[config.mk]
export PLATFORM = sky130hd
export DESIGN_NAME = rtc_snapshot_clock
export DESIGN_NICKNAME = d
export VERILOG_FILES = /design/src/rtl/rtc_pkg.sv /design/src/rtl/rtc_bus_port.sv /design/src/rtl/rtc_tick_gen.sv /design/src/rtl/rtc_time_chain.sv /design/src/rtl/rtc_snapshot_clock.sv
export SDC_FILE = /design/constraint.sdc
export NUM_CORES = 1
export LEC_CHECK = 0
export BUFFER_PORTS_ARGS = -buffer_cell sky130_fd_sc_hd__buf_2
export CORE_ASPECT_RATIO = 0.5
export CORE_MARGIN = 2
export CORE_UTILIZATION = 45
export CTS_CLUSTER_DIAMETER = 120
export DETAILED_ROUTE_END_ITERATION = 12
export PLACE_DENSITY = 0.62
export SLEW_MARGIN = 20
export SYNTH_ARGS = -nofsm -noshare
export SYNTH_HDL_FRONTEND = slang
export SYNTH_HIERARCHICAL = 1
export SYNTH_SLANG_ARGS = --single-unit
[constraint.sdc]
create_clock -name clk -period 6 [get_ports clk]
set_input_delay 1.2 -clock clk [delete_from_list [all_inputs] [get_ports clk]]
set_output_delay 1.2 -clock clk [all_outputs]
set_load 0.005 [all_outputs]
[src/rtl/rtc_pkg.sv]
package rtc_pkg;

  typedef struct packed {
    logic [6:0] hund;
    logic [5:0] sec;
    logic [5:0] min;
    logic [4:0] hour;
    logic [4:0] date;
    logic [3:0] month;
    logic [6:0] year;
    logic [2:0] wday;
  } rtc_time_t;

  localparam logic [4:0] A_HUND  = 5'd0;
  localparam logic [4:0] A_SEC   = 5'd1;
  localparam logic [4:0] A_MIN   = 5'd2;
  localparam logic [4:0] A_HOUR  = 5'd3;
  localparam logic [4:0] A_DATE  = 5'd4;
  localparam logic [4:0] A_MONTH = 5'd5;
  localparam logic [4:0] A_YEAR  = 5'd6;
  localparam logic [4:0] A_WDAY  = 5'd7;
  localparam logic [4:0] A_CMD   = 5'd8;

  localparam int unsigned RUN_BIT  = 3;
  localparam int unsigned TEST_BIT = 5;

  localparam rtc_time_t TIME_RESET = '{hund: 7'd0, sec: 6'd0, min: 6'd0,
                                       hour: 5'd0, date: 5'd1, month: 4'd1,
                                       year: 7'd0, wday: 3'd0};

  // Last valid date of a month; four-year leap rule on a two-digit year.
  function automatic logic [4:0] last_date(input logic [3:0] m, input logic [6:0] y);
    case (m)
      4'd2:                      last_date = (y[1:0] == 2'b00) ? 5'd29 : 5'd28;
      4'd4, 4'd6, 4'd9, 4'd11:   last_date = 5'd30;
      default:                   last_date = 5'd31;
    endcase
  endfunction

endpackage

[src/rtl/rtc_bus_port.sv]
module rtc_bus_port #(
  parameter int unsigned AW = 5
) (
  input  logic          clk,
  input  logic          rst,
  input  logic          ale,
  input  logic          cs_n,
  input  logic          rd_n,
  input  logic          wr_n,
  input  logic [AW-1:0] addr,
  output logic [AW-1:0] eff_addr,
  output logic          rd_act,
  output logic          rd_fall,
  output logic          wr_fall
);

  logic [AW-1:0] addr_q;
  logic          cs_n_q;
  logic          rd_q;
  logic          wr_q;
  logic          sel;
  logic          wr_act;

  // Transparent while ale is high, holding once it drops.
  assign eff_addr = ale ? addr : addr_q;
  assign sel      = ale ? !cs_n : !cs_n_q;
  assign rd_act   = sel && !rd_n;
  assign wr_act   = sel && !wr_n;
  assign rd_fall  = rd_act && !rd_q;
  assign wr_fall  = wr_act && !wr_q;

  always_ff @(posedge clk) begin
    if (rst) begin
      addr_q <= '0;
      cs_n_q <= 1'b1;
      rd_q   <= 1'b0;
      wr_q   <= 1'b0;
    end else begin
      if (ale) begin
        addr_q <= addr;
        cs_n_q <= cs_n;
      end
      rd_q <= rd_act;
      wr_q <= wr_act;
    end
  end

endmodule

[src/rtl/rtc_tick_gen.sv]
module rtc_tick_gen #(
  parameter int unsigned OSC_HZ  = 32768,
  parameter int unsigned TICK_HZ = 100
) (
  input  logic clk,
  input  logic rst,
  input  logic osc_en,
  input  logic run,
  input  logic test,
  input  logic reading,
  output logic advance
);

  localparam int unsigned ACC_W = $clog2(OSC_HZ + TICK_HZ) + 1;
  localparam logic [ACC_W-1:0] OSC_L  = ACC_W'(OSC_HZ);
  localparam logic [ACC_W-1:0] STEP_L = ACC_W'(TICK_HZ);

  logic [ACC_W-1:0] acc_q;
  logic [ACC_W-1:0] acc_sum;
  logic             pre_tick_q;
  logic             pending_q;
  logic             gated;

  assign acc_sum = acc_q + STEP_L;
  assign gated   = run && (test ? osc_en : pre_tick_q);
  assign advance = run && !reading && (pending_q || gated);

  // Fractional divider: average rate is exactly TICK_HZ/OSC_HZ per enable.
  always_ff @(posedge clk) begin
    if (rst || !run) begin
      acc_q      <= '0;
      pre_tick_q <= 1'b0;
    end else if (osc_en && !test) begin
      if (acc_sum >= OSC_L) begin
        acc_q      <= acc_sum - OSC_L;
        pre_tick_q <= 1'b1;
      end else begin
        acc_q      <= acc_sum;
        pre_tick_q <= 1'b0;
      end
    end else begin
      pre_tick_q <= 1'b0;
    end
  end

  // One-deep holdoff: a tick during a read waits; extras in that read are lost.
  always_ff @(posedge clk) begin
    if (rst || !run) begin
      pending_q <= 1'b0;
    end else if (reading) begin
      pending_q <= pending_q || gated;
    end else begin
      pending_q <= pending_q && gated;
    end
  end

endmodule

[src/rtl/rtc_time_chain.sv]
module rtc_time_chain #(
  parameter int unsigned AW = 5
) (
  input  logic              clk,
  input  logic              rst,
  input  logic              advance,
  input  logic              wr_en,
  input  logic [AW-1:0]     wr_addr,
  input  logic [6:0]        wr_data,
  output rtc_pkg::rtc_time_t cur
);
  import rtc_pkg::*;

  rtc_time_t inc;
  rtc_time_t nxt;
  logic c_sec, c_min, c_hour, c_day, c_month, c_year;

  always_comb begin
    inc     = cur;
    c_sec   = cur.hund  >= 7'd99;
    c_min   = c_sec   && (cur.sec  >= 6'd59);
    c_hour  = c_min   && (cur.min  >= 6'd59);
    c_day   = c_hour  && (cur.hour >= 5'd23);
    c_month = c_day   && (cur.date >= last_date(cur.month, cur.year));
    c_year  = c_month && (cur.month >= 4'd12);

    inc.hund = c_sec ? 7'd0 : cur.hund + 7'd1;
    if (c_sec)  inc.sec  = c_min  ? 6'd0 : cur.sec  + 6'd1;
    if (c_min)  inc.min  = c_hour ? 6'd0 : cur.min  + 6'd1;
    if (c_hour) inc.hour = c_day  ? 5'd0 : cur.hour + 5'd1;
    if (c_day) begin
      inc.wday = (cur.wday >= 3'd6) ? 3'd0 : cur.wday + 3'd1;
      inc.date = c_month ? 5'd1 : cur.date + 5'd1;
    end
    if (c_month) inc.month = c_year ? 4'd1 : cur.month + 4'd1;
    if (c_year)  inc.year  = (cur.year >= 7'd99) ? 7'd0 : cur.year + 7'd1;
  end

  // A bus write overrides only the addressed field in the same cycle.
  always_comb begin
    nxt = advance ? inc : cur;
    if (wr_en) begin
      case (wr_addr)
        AW'(A_HUND):  nxt.hund  = wr_data;
        AW'(A_SEC):   nxt.sec   = wr_data[5:0];
        AW'(A_MIN):   nxt.min   = wr_data[5:0];
        AW'(A_HOUR):  nxt.hour  = wr_data[4:0];
        AW'(A_DATE):  nxt.date  = wr_data[4:0];
        AW'(A_MONTH): nxt.month = wr_data[3:0];
        AW'(A_YEAR):  nxt.year  = wr_data;
        AW'(A_WDAY):  nxt.wday  = wr_data[2:0];
        default: ;
      endcase
    end
  end

  always_ff @(posedge clk) begin
    if (rst) cur <= TIME_RESET;
    else     cur <= nxt;
  end

endmodule

[src/rtl/rtc_snapshot_clock.sv]
module rtc_snapshot_clock #(
  parameter int unsigned OSC_HZ  = 32768,
  parameter int unsigned TICK_HZ = 100,
  parameter int unsigned AW      = 5,
  parameter int unsigned DW      = 8
) (
  input  logic          clk,
  input  logic          rst,
  input  logic          osc_en,
  input  logic          ale,
  input  logic          cs_n,
  input  logic          rd_n,
  input  logic          wr_n,
  input  logic [AW-1:0] addr,
  input  logic [DW-1:0] din,
  output logic [DW-1:0] dout,
  output logic          dout_oe
);
  import rtc_pkg::*;

  logic [AW-1:0] eff_addr;
  logic          rd_act, rd_fall, wr_fall;
  logic          wr_ctr, wr_cmd, snap_evt;
  logic          advance;
  logic [7:0]    cmd_q;
  logic          cmd_run, cmd_test;
  rtc_time_t     cur_time;
  rtc_time_t     snap_q;
  logic [DW-1:0] rd_mux;

  rtc_bus_port #(.AW(AW)) u_bus (
    .clk(clk), .rst(rst), .ale(ale), .cs_n(cs_n), .rd_n(rd_n), .wr_n(wr_n),
    .addr(addr), .eff_addr(eff_addr), .rd_act(rd_act), .rd_fall(rd_fall),
    .wr_fall(wr_fall)
  );

  assign wr_ctr   = wr_fall && (eff_addr <= AW'(A_WDAY));
  assign wr_cmd   = wr_fall && (eff_addr == AW'(A_CMD));
  assign snap_evt = rd_fall && (eff_addr == AW'(A_HUND));
  assign cmd_run  = cmd_q[RUN_BIT];
  assign cmd_test = cmd_q[TEST_BIT];

  rtc_tick_gen #(.OSC_HZ(OSC_HZ), .TICK_HZ(TICK_HZ)) u_tick (
    .clk(clk), .rst(rst), .osc_en(osc_en), .run(cmd_run), .test(cmd_test),
    .reading(rd_act), .advance(advance)
  );

  rtc_time_chain #(.AW(AW)) u_chain (
    .clk(clk), .rst(rst), .advance(advance), .wr_en(wr_ctr),
    .wr_addr(eff_addr), .wr_data(din[6:0]), .cur(cur_time)
  );

  always_ff @(posedge clk) begin
    if (rst) begin
      cmd_q  <= '0;
      snap_q <= TIME_RESET;
    end else begin
      if (wr_cmd)   cmd_q  <= din[7:0];
      if (snap_evt) snap_q <= cur_time;
    end
  end

  always_comb begin
    case (eff_addr)
      AW'(A_HUND):  rd_mux = DW'(snap_q.hund);
      AW'(A_SEC):   rd_mux = DW'(snap_q.sec);
      AW'(A_MIN):   rd_mux = DW'(snap_q.min);
      AW'(A_HOUR):  rd_mux = DW'(snap_q.hour);
      AW'(A_DATE):  rd_mux = DW'(snap_q.date);
      AW'(A_MONTH): rd_mux = DW'(snap_q.month);
      AW'(A_YEAR):  rd_mux = DW'(snap_q.year);
      AW'(A_WDAY):  rd_mux = DW'(snap_q.wday);
      AW'(A_CMD):   rd_mux = DW'(cmd_q);
      default:      rd_mux = '0;
    endcase
  end

  always_ff @(posedge clk) begin
    if (rst) begin
      dout    <= '0;
      dout_oe <= 1'b0;
    end else begin
      dout    <= rd_act ? rd_mux : '0;
      dout_oe <= rd_act;
    end
  end

endmodule

==> results by group, run 1 <==
Outcome
  • Outcome: complete, no violations

Die
  • CORE AREA: approximately 0.015 mm^2
  • IO Pins: 29
  • Die H: approximately 90 um
  • FP Rows: 31
  • Die width: roughly 180 um
  • Starting Density: 0.4627
  • Die ar.: around 0.016 mm^2

Synthesis
  • Gate Count Post-Synth: roughly 810
  • Top post-synthesis cells by area: dfxtp_1 (38%), nand2_1 (8.2%), a21oi_1 (4.8%)
  • Yosys reg bits: roughly 130
  • Share of flip-flops with an asynchronous set or reset: 0
  • Sequential area share after synthesis: 0.3807
  • Mapped Nets: roughly 850
  • Commonest register cell after synthesis: dfxtp_1
  • Post-synth top area cell: dfxtp_1
  • Count leader, synth: nand2_1
  • Synth cell types: a little over 80
  • Syn Area/Cell: around 8.3 um^2
  • Yosys top cell area share: 0.3807
  • Ys Warns: 6
  • Netlist Area Pre-Place: roughly 0.0067 mm^2
  • Commonest cells post-synth: nand2_1 (147), dfxtp_1 (128), nor2_1 (67)
  • EDFF count, synth: 0

Worst setup path
  • CP max-delay cell: or4_1
  • Critical-path cell list: buf_2 > mux2_4 > nor2_1 > nor3b_1 > buf_4 > and3_1 > a21boi_4 > nand3_2 > or4_1 > a311oi_1
  • Critical path buffer and inverter count: 2
  • Largest stage delay, worst path: 630 ps
  • Kind of critical path: in -> reg
  • Critical Path RT: ~6300 ps
  • Endpoint class of the critical path: flop
  • CP max FO: 24
  • Reg2reg setup slack: 2720 ps
  • Crit-path leading delay family: simple AND/OR/NAND/NOR gates
  • Startpoint Class: primary input
  • Critical Path AT: ~4200 ps

Placed design
  • Hpwl dp: 12610 um
  • Port bufs: 28
  • RePlAce Congestion: ~0.83
  • Place WS: between 1500 and 2000 ps

Pwr
  • Internal Dissipation: around 1.5 mW
  • PwrDens: about 260 mW/mm^2
  • Switching power: about 0.43 mW
  • Clock power frac: 0.512
  • Lkg Pwr: ~2.6 nW
  • Switching Fraction: 0.2202
  • Peak supply drop: 0.0001776 V
  • Sequential Power Share: 0.439
  • Combinational Power Share: 0.049

Clocking
  • Sink Count: about 130
  • Clk buf depth: 2
  • Post-CTS Repair Setup Buffers: 0
  • Cts bufs inserted: 17
  • H-tree depth: 4
  • Hold Buf Count CTS: 0
  • Post-CTS Resized: 0
  • Clock slew at reported path FFs: ~50 ps
  • CTS tree: built
  • CTS root buffer: clkbuf_16
  • Worst skew pair latency: about 400 ps

Routing
  • Vias: between 6000 and 7000
  • Avg WL per Cell: about 18 um
  • Post-Route WL: 18710 um
  • DRC violations left: 0
  • Initial drt markers: between 400 and 500
  • Drt first pass iters: 5
  • Final ANT Viol Nets: 0
  • Vias per inst: just under 6

Layout
  • N_diodes: 0
  • Layout cells sized above 1: 0.1116
  • Nets@finish: 860
  • Layout area overhead: 11.56%

Timing
  • Setup TNS: 0 ps
  • Setup Skew: between 9 and 10 ps
  • Fin crit period: just under 4000 ps
  • Period utilization: 0.6430
  • Final Setup Violations: 0
  • Final hold violations: 0
  • Slew @ Worst Pin: 1006 ps
  • Unrepaired setup endpoints after global routing: false
  • Final slew viol count: 0
  • Slew HR: 0.3294
  • Fmax achieved: 259.2 MHz
  • Setup WS post-layout: roughly 2100 ps
  • Hold slack: ~450 ps

Flow run
  • Max-Cap Viols: 0

Hold path
  • Worst hold-check path type: reg -> reg

Global routing
  • Pin count of the biggest net entering global routing: 96
  • First-pass GRT wire length: ~30000 um
  • Total Routing Usage GR: 0.2391
  • GR Overflow Total: 0
  • Vias in the first global route: around 5600
  • Initial antenna violation count: 0
## sequential cells by signal (all words and copies together) (netlist names)
signal             cells
snap_q                43
u_tick/acc_q          15
u_bus/cs_n_q           1
u_bus/wr_q             1
u_chain/cur           43
cmd_q                  8
dout                   8
u_bus/addr_q           5
u_tick/pre_tick_q      1
u_bus/rd_q             1
dout_oe                1
u_tick/pending_q       1
## worst min-delay path: cells and delay by family (launching register included)
kind               cells  cell delay, ps
AOI/OAI and AO/OA      1              50
and+or+nand+nor        1              50
DFF                    1             300
## per-layer routing
| layer | GRT usage | share of wire | wire length [um] | vias to the layer above |
|---|---|---|---|---|
| met3 | 0.04966 | 0.074 | 1382 | 19 |
| li1 | - | - | - | 2980 |
| met4 | 0.05372 | 0.0088 | 165 | 0 |
| met2 | 0.3570 | 0.43 | 8121 | 188 |
| met5 | 0 | 0 | 0 | - |
| met1 | 0.3512 | 0.48 | 9036 | 2932 |
## path summary, 6_finish.rpt
path	from	to	cells past startpoint
max reg2reg	cmd_q[5]$_SDFFE_PP0P_	u_chain/cur[3]$_SDFF_PP0_	9
min reg2reg	snap_q[32]$_SDFFE_PP0P_	snap_q[32]$_SDFFE_PP0P_	2
min	snap_q[32]$_SDFFE_PP0P_	snap_q[32]$_SDFFE_PP0P_	2
max	ale	u_chain/cur[3]$_SDFF_PP0_	10
## cells in the final DEF, fill, tap and decap left out, types with 9 or more instances in the layout
cell         n
inv_1       13
and3_1      12
buf_2       27
a311oi_1    20
nand2b_1    11
nor2b_1     14
nor3_1      18
a21oi_1     65
o21ai_0     12
clkbuf_16   17
mux2_2       9
nand4_1     14
nand3_1     29
ha_1        17
dfxtp_1    128
nand2_1    147
a211oi_1    11
xnor2_1     11
xor2_1      12
and2_1       9
nor2_1      67
o211ai_1     9
o31ai_1     10
## stage by stage
step                area, um^2  std cells  power (mW)    util
global placement          6939       1002      0.9719  0.4771
CTS                       7508       1031       1.975  0.5162
global route              7508       1031       2.018  0.5162
detailed placement        6939       1002      0.9726  0.4771
finish                    7508       1031       1.960  0.5162
floorplan                 6730        814      0.9434       -
## power groups by stage
stage | Clock, mW | Sequential (mW) | Combinational [mW]
3_3_place_gp | 0 | 0.878 | 0.0938
2_1_floorplan | 0 | 0.877 | 0.0665
4_1_cts | 1.02 | 0.860 | 0.0946
5_1_grt | 1.05 | 0.860 | 0.104
3_5_place_dp | 0 | 0.878 | 0.0945
6_report | 1.00 | 0.860 | 0.0958
## logic make-up (layout without fill, tap and decap cells)
group           Yosys count  in the layout  share of synthesized area
xor+xnor                 23             23                    0.02993
mux                      21             21                    0.04053
buf+inv                  58             77                    0.04146
flops                   128            128                     0.3807
fa+ha+maj                17             17                    0.03160
simple gates            378            378                     0.2776
compound gates          189            189                     0.1982
## cell type report
| cell class | count | area [um^2] |
|---|---|---|
| fillers | 1392 | 7037 |
| multi-input cells | 628 | 3889 |
| flip-flops and latches | 128 | 2562 |
| clock buffers | 22 | 484.2 |
| well taps | 198 | 247.7 |
| repair buffers | 34 | 187.7 |
| clock inverters | 7 | 85.08 |
| inverters | 14 | 52.55 |
Power figures use the tool's default switching activity.
==> run 2, diff against run 1 <==
--- a/config.mk
+++ b/config.mk
@@ -11,7 +11,7 @@
 export CORE_UTILIZATION = 45
 export CTS_CLUSTER_DIAMETER = 120
 export DETAILED_ROUTE_END_ITERATION = 12
-export PLACE_DENSITY = 0.62
+export PLACE_DENSITY = 0.65
 export SLEW_MARGIN = 20
 export SYNTH_ARGS = -nofsm -noshare
 export SYNTH_HDL_FRONTEND = slang
==> constraint.sdc (replaced) <==
create_clock -name clk -period 3.33 [get_ports clk]
set_input_delay 0.666 -clock clk [delete_from_list [all_inputs] [get_ports clk]]
set_output_delay 0.666 -clock clk [all_outputs]
set_load 0.005 [all_outputs]
==> run 2 against run 1 <==
Net effect:
- die area did not move
- register-to-register slack got worse by 2300 ps
- clock power rose by 100%
- total power rose by 92%
- combinational power rose by 90%
- hold slack got worse by 3.5 ps
- first-iteration DRC count rose by 64%
- largest cell class unchanged
- design area rose by 2.5%
- largest power group unchanged
==> results by group, run 2 (synthesized netlist as in run 1, its figures left out) <==
Outcome
  • Outcome: complete, no violations (unchanged)

Worst setup path
  • Kind of critical path: reg -> reg (was in -> reg)
  • Most frequent CP cell: ha_1
  • Largest stage delay, worst path: 590 ps (was 630 ps)
  • Startpoint Class: flop (was primary input)
  • CP max FO: 7 (was 24)
  • Crit-path leading delay family: simple AND/OR/NAND/NOR gates (unchanged)
  • Critical-path cell list: inv_1 > ha_1 > a221o_1 > nand2_1 > ha_1 > nand2b_1 > a21o_1 > nand4_1 > or4_1 > a41oi_1 (was buf_2 > mux2_4 > nor2_1 > nor3b_1 > buf_4 > and3_1 > a21boi_4 > nand3_2 > or4_1 > a311oi_1)
  • Critical path buffer and inverter count: 1 (was 2)
  • Critical Path RT: 3670 ps (was 6300 ps)
  • Critical Path AT: 3220 ps (was 4160 ps)
  • Endpoint class of the critical path: flop (unchanged)
  • CP max-delay cell: or4_1 (unchanged)

Clocking
  • Post-CTS Repair Setup Buffers: 0 (unchanged)
  • CTS root buffer: clkbuf_16 (unchanged)
  • CTS tree: built (unchanged)
  • Sink Count: 128 (unchanged)
  • Hold Buf Count CTS: 0 (unchanged)
  • Worst skew pair latency: 420 ps (was 400 ps)
  • Post-CTS Resized: 0 (unchanged)
  • Cts bufs inserted: 17 (unchanged)
  • Clk buf depth: 2 (unchanged)
  • Clock slew at reported path FFs: 60 ps (was 50 ps)
  • H-tree depth: 4 (unchanged)

Timing
  • Slew HR: 0.5198 (was 0.3294)
  • Final hold violations: 0 (unchanged)
  • Unrepaired setup endpoints after global routing: false (unchanged)
  • Setup TNS: 0 ps (unchanged)
  • Fmax achieved: ~350 MHz
  • Setup Skew: 6.409 ps (was 9.137 ps)
  • Final slew viol count: 0 (unchanged)
  • Final Setup Violations: 0 (unchanged)
  • Slew @ Worst Pin: 720.3 ps (was 1006 ps)
  • Hold slack: 448.3 ps (was 451.8 ps)
  • Fin crit period: 2884 ps
  • Period utilization: 0.8662

Placed design
  • Port bufs: 28 (unchanged)
  • Dpl cells: 1013 (was 1002)
  • Post-DP Area: 0.007047 mm^2 (was 0.006939 mm^2)
  • Hpwl dp: 12850 um (was 12610 um)
  • RePlAce Congestion: 0.8966 (was 0.8340)

Die
  • Starting Density: 0.4627 (unchanged)
  • Die H: 90.48 um (unchanged)
  • FP Rows: 31 (unchanged)
  • CORE AREA: 0.01455 mm^2 (unchanged)
  • IO Pins: 29 (unchanged)
  • Die ar.: 0.01601 mm^2 (unchanged)
  • Die width: 177.0 um (unchanged)

Layout
  • Layout area overhead: 14.33% (was 11.56%)
  • Commonest non-fill, non-tap cells in the layout: nand2_1 (147), dfxtp_1 (128), nor2_1 (67) (unchanged)
  • Largest regs: snap_q (43), u_chain/cur (43), u_tick/acc_q (15) (unchanged)
  • Commonest non-fill, non-tap cell in the layout: nand2_1 (unchanged)
  • Nets@finish: 871 (was 860)
  • Design area: 0.007695 mm^2 (was 0.007508 mm^2)
  • Cell Count, Final, Fillers Out: 1045 (was 1031)
  • N_diodes: 0 (unchanged)
  • Layout cells sized above 1: 0.1275 (was 0.1116)
  • Filler instances: 1366 (was 1392)

Routing
  • Final ANT Viol Nets: 0 (unchanged)
  • Avg WL per Cell: 17.89 um (was 18.14 um)
  • Initial drt markers: 812 (was 496)
  • Drt first pass iters: 5 (unchanged)
  • Vias: 6211 (was 6119)
  • DRC violations left: 0 (unchanged)
  • Post-Route WL: 18690 um (was 18710 um)
  • Vias per inst: 5.944 (was 5.935)

Global routing
  • First-pass GRT wire length: 30920 um (was 30260 um)
  • Total Routing Usage GR: 0.2431 (was 0.2391)
  • Pin count of the biggest net entering global routing: 69 (was 96)
  • Vias in the first global route: 5812 (was 5595)
  • GR Overflow Total: 0 (unchanged)
  • Initial antenna violation count: 0 (unchanged)

Hold path
  • Worst hold-check path type: reg -> reg (unchanged)

Pwr
  • Lkg Pwr: 2.682 nW (was 2.600 nW)
  • Total Power: 3.761 mW (was 1.960 mW)
  • Peak supply drop: 0.0002648 V (was 0.0001776 V)
  • PwrDens: 488.7 mW/mm^2 (was 261.1 mW/mm^2)

Flow run
  • Max-Cap Viols: 0 (unchanged)
-- run 2: cell types whose count changed in the layout (fill, tap and decap cells not counted), moves of 2 or more --
cell | before | now
clkinv_2 | 5 | 1
bufinv_16 | 2 | 4
buf_4 | 7 | 16
clkinv_4 | 0 | 2
clkinvlp_4 | 0 | 4
buf_12 | 0 | 2
-- run 2: per-stage QoR --
stage                     setup slack, ps    util
final                               445.5  0.5290
after global routing                313.1  0.5290
after CTS                           461.0  0.5290
after detailed placement            147.1  0.4845
after global placement              231.7  0.4845
after floorplan                     433.9       -
-- run 2: path summary, 6_finish.rpt --
| check | start | end | slack [ps] | depth (start not counted) |
|---|---|---|---|---|
| min | snap_q[33]$_SDFFE_PP0P_ | snap_q[33]$_SDFFE_PP0P_ | 450 | 2 |
| max reg2reg | u_chain/cur[10]$_SDFF_PP1_ | u_chain/cur[6]$_SDFF_PP0_ | 450 | 10 |
| max | u_chain/cur[10]$_SDFF_PP1_ | u_chain/cur[6]$_SDFF_PP0_ | 450 | 10 |
| min reg2reg | snap_q[33]$_SDFFE_PP0P_ | snap_q[33]$_SDFFE_PP0P_ | 450 | 2 |
-- run 2: report_power, final --
group | total [mW] | internal, mW | switching [mW]
Sequential | 1.55 | 1.54 | 0.00724
Combinational | 0.182 | 0.0567 | 0.125
Clock | 2.03 | 1.32 | 0.714
Total | 3.76 | 2.91 | 0.847
-- run 2: metal layers --
| metal | GRT usage | vias to the layer above | part of all wire |
|---|---|---|---|
| li1 | - | 2995 | - |
| met1 | 0.3462 | 2966 | 0.49 |
| met2 | 0.3703 | 222 | 0.44 |
| met3 | 0.05135 | 28 | 0.064 |
| met4 | 0.06680 | 0 | 0.014 |
| met5 | 0 | - | 0 |
-- run 2: cell type report --
cell class                 instances  area [um^2]  area share
timing repair buffer              45        295.3     0.03837
clock buffer                      20        466.7     0.06065
sequential                       128         2562      0.3330
tap                              198        247.7     0.03220
inverter                          14        52.55    0.006829
clock inverter                    12        181.4     0.02358
multi-input combinational        628         3889      0.5054
-- run 2: tightest hold or removal path, cell delays in order (launching register included) --
cell     delay [ps]
dfxtp_1         300
nand2_1          50
a21oi_1          50
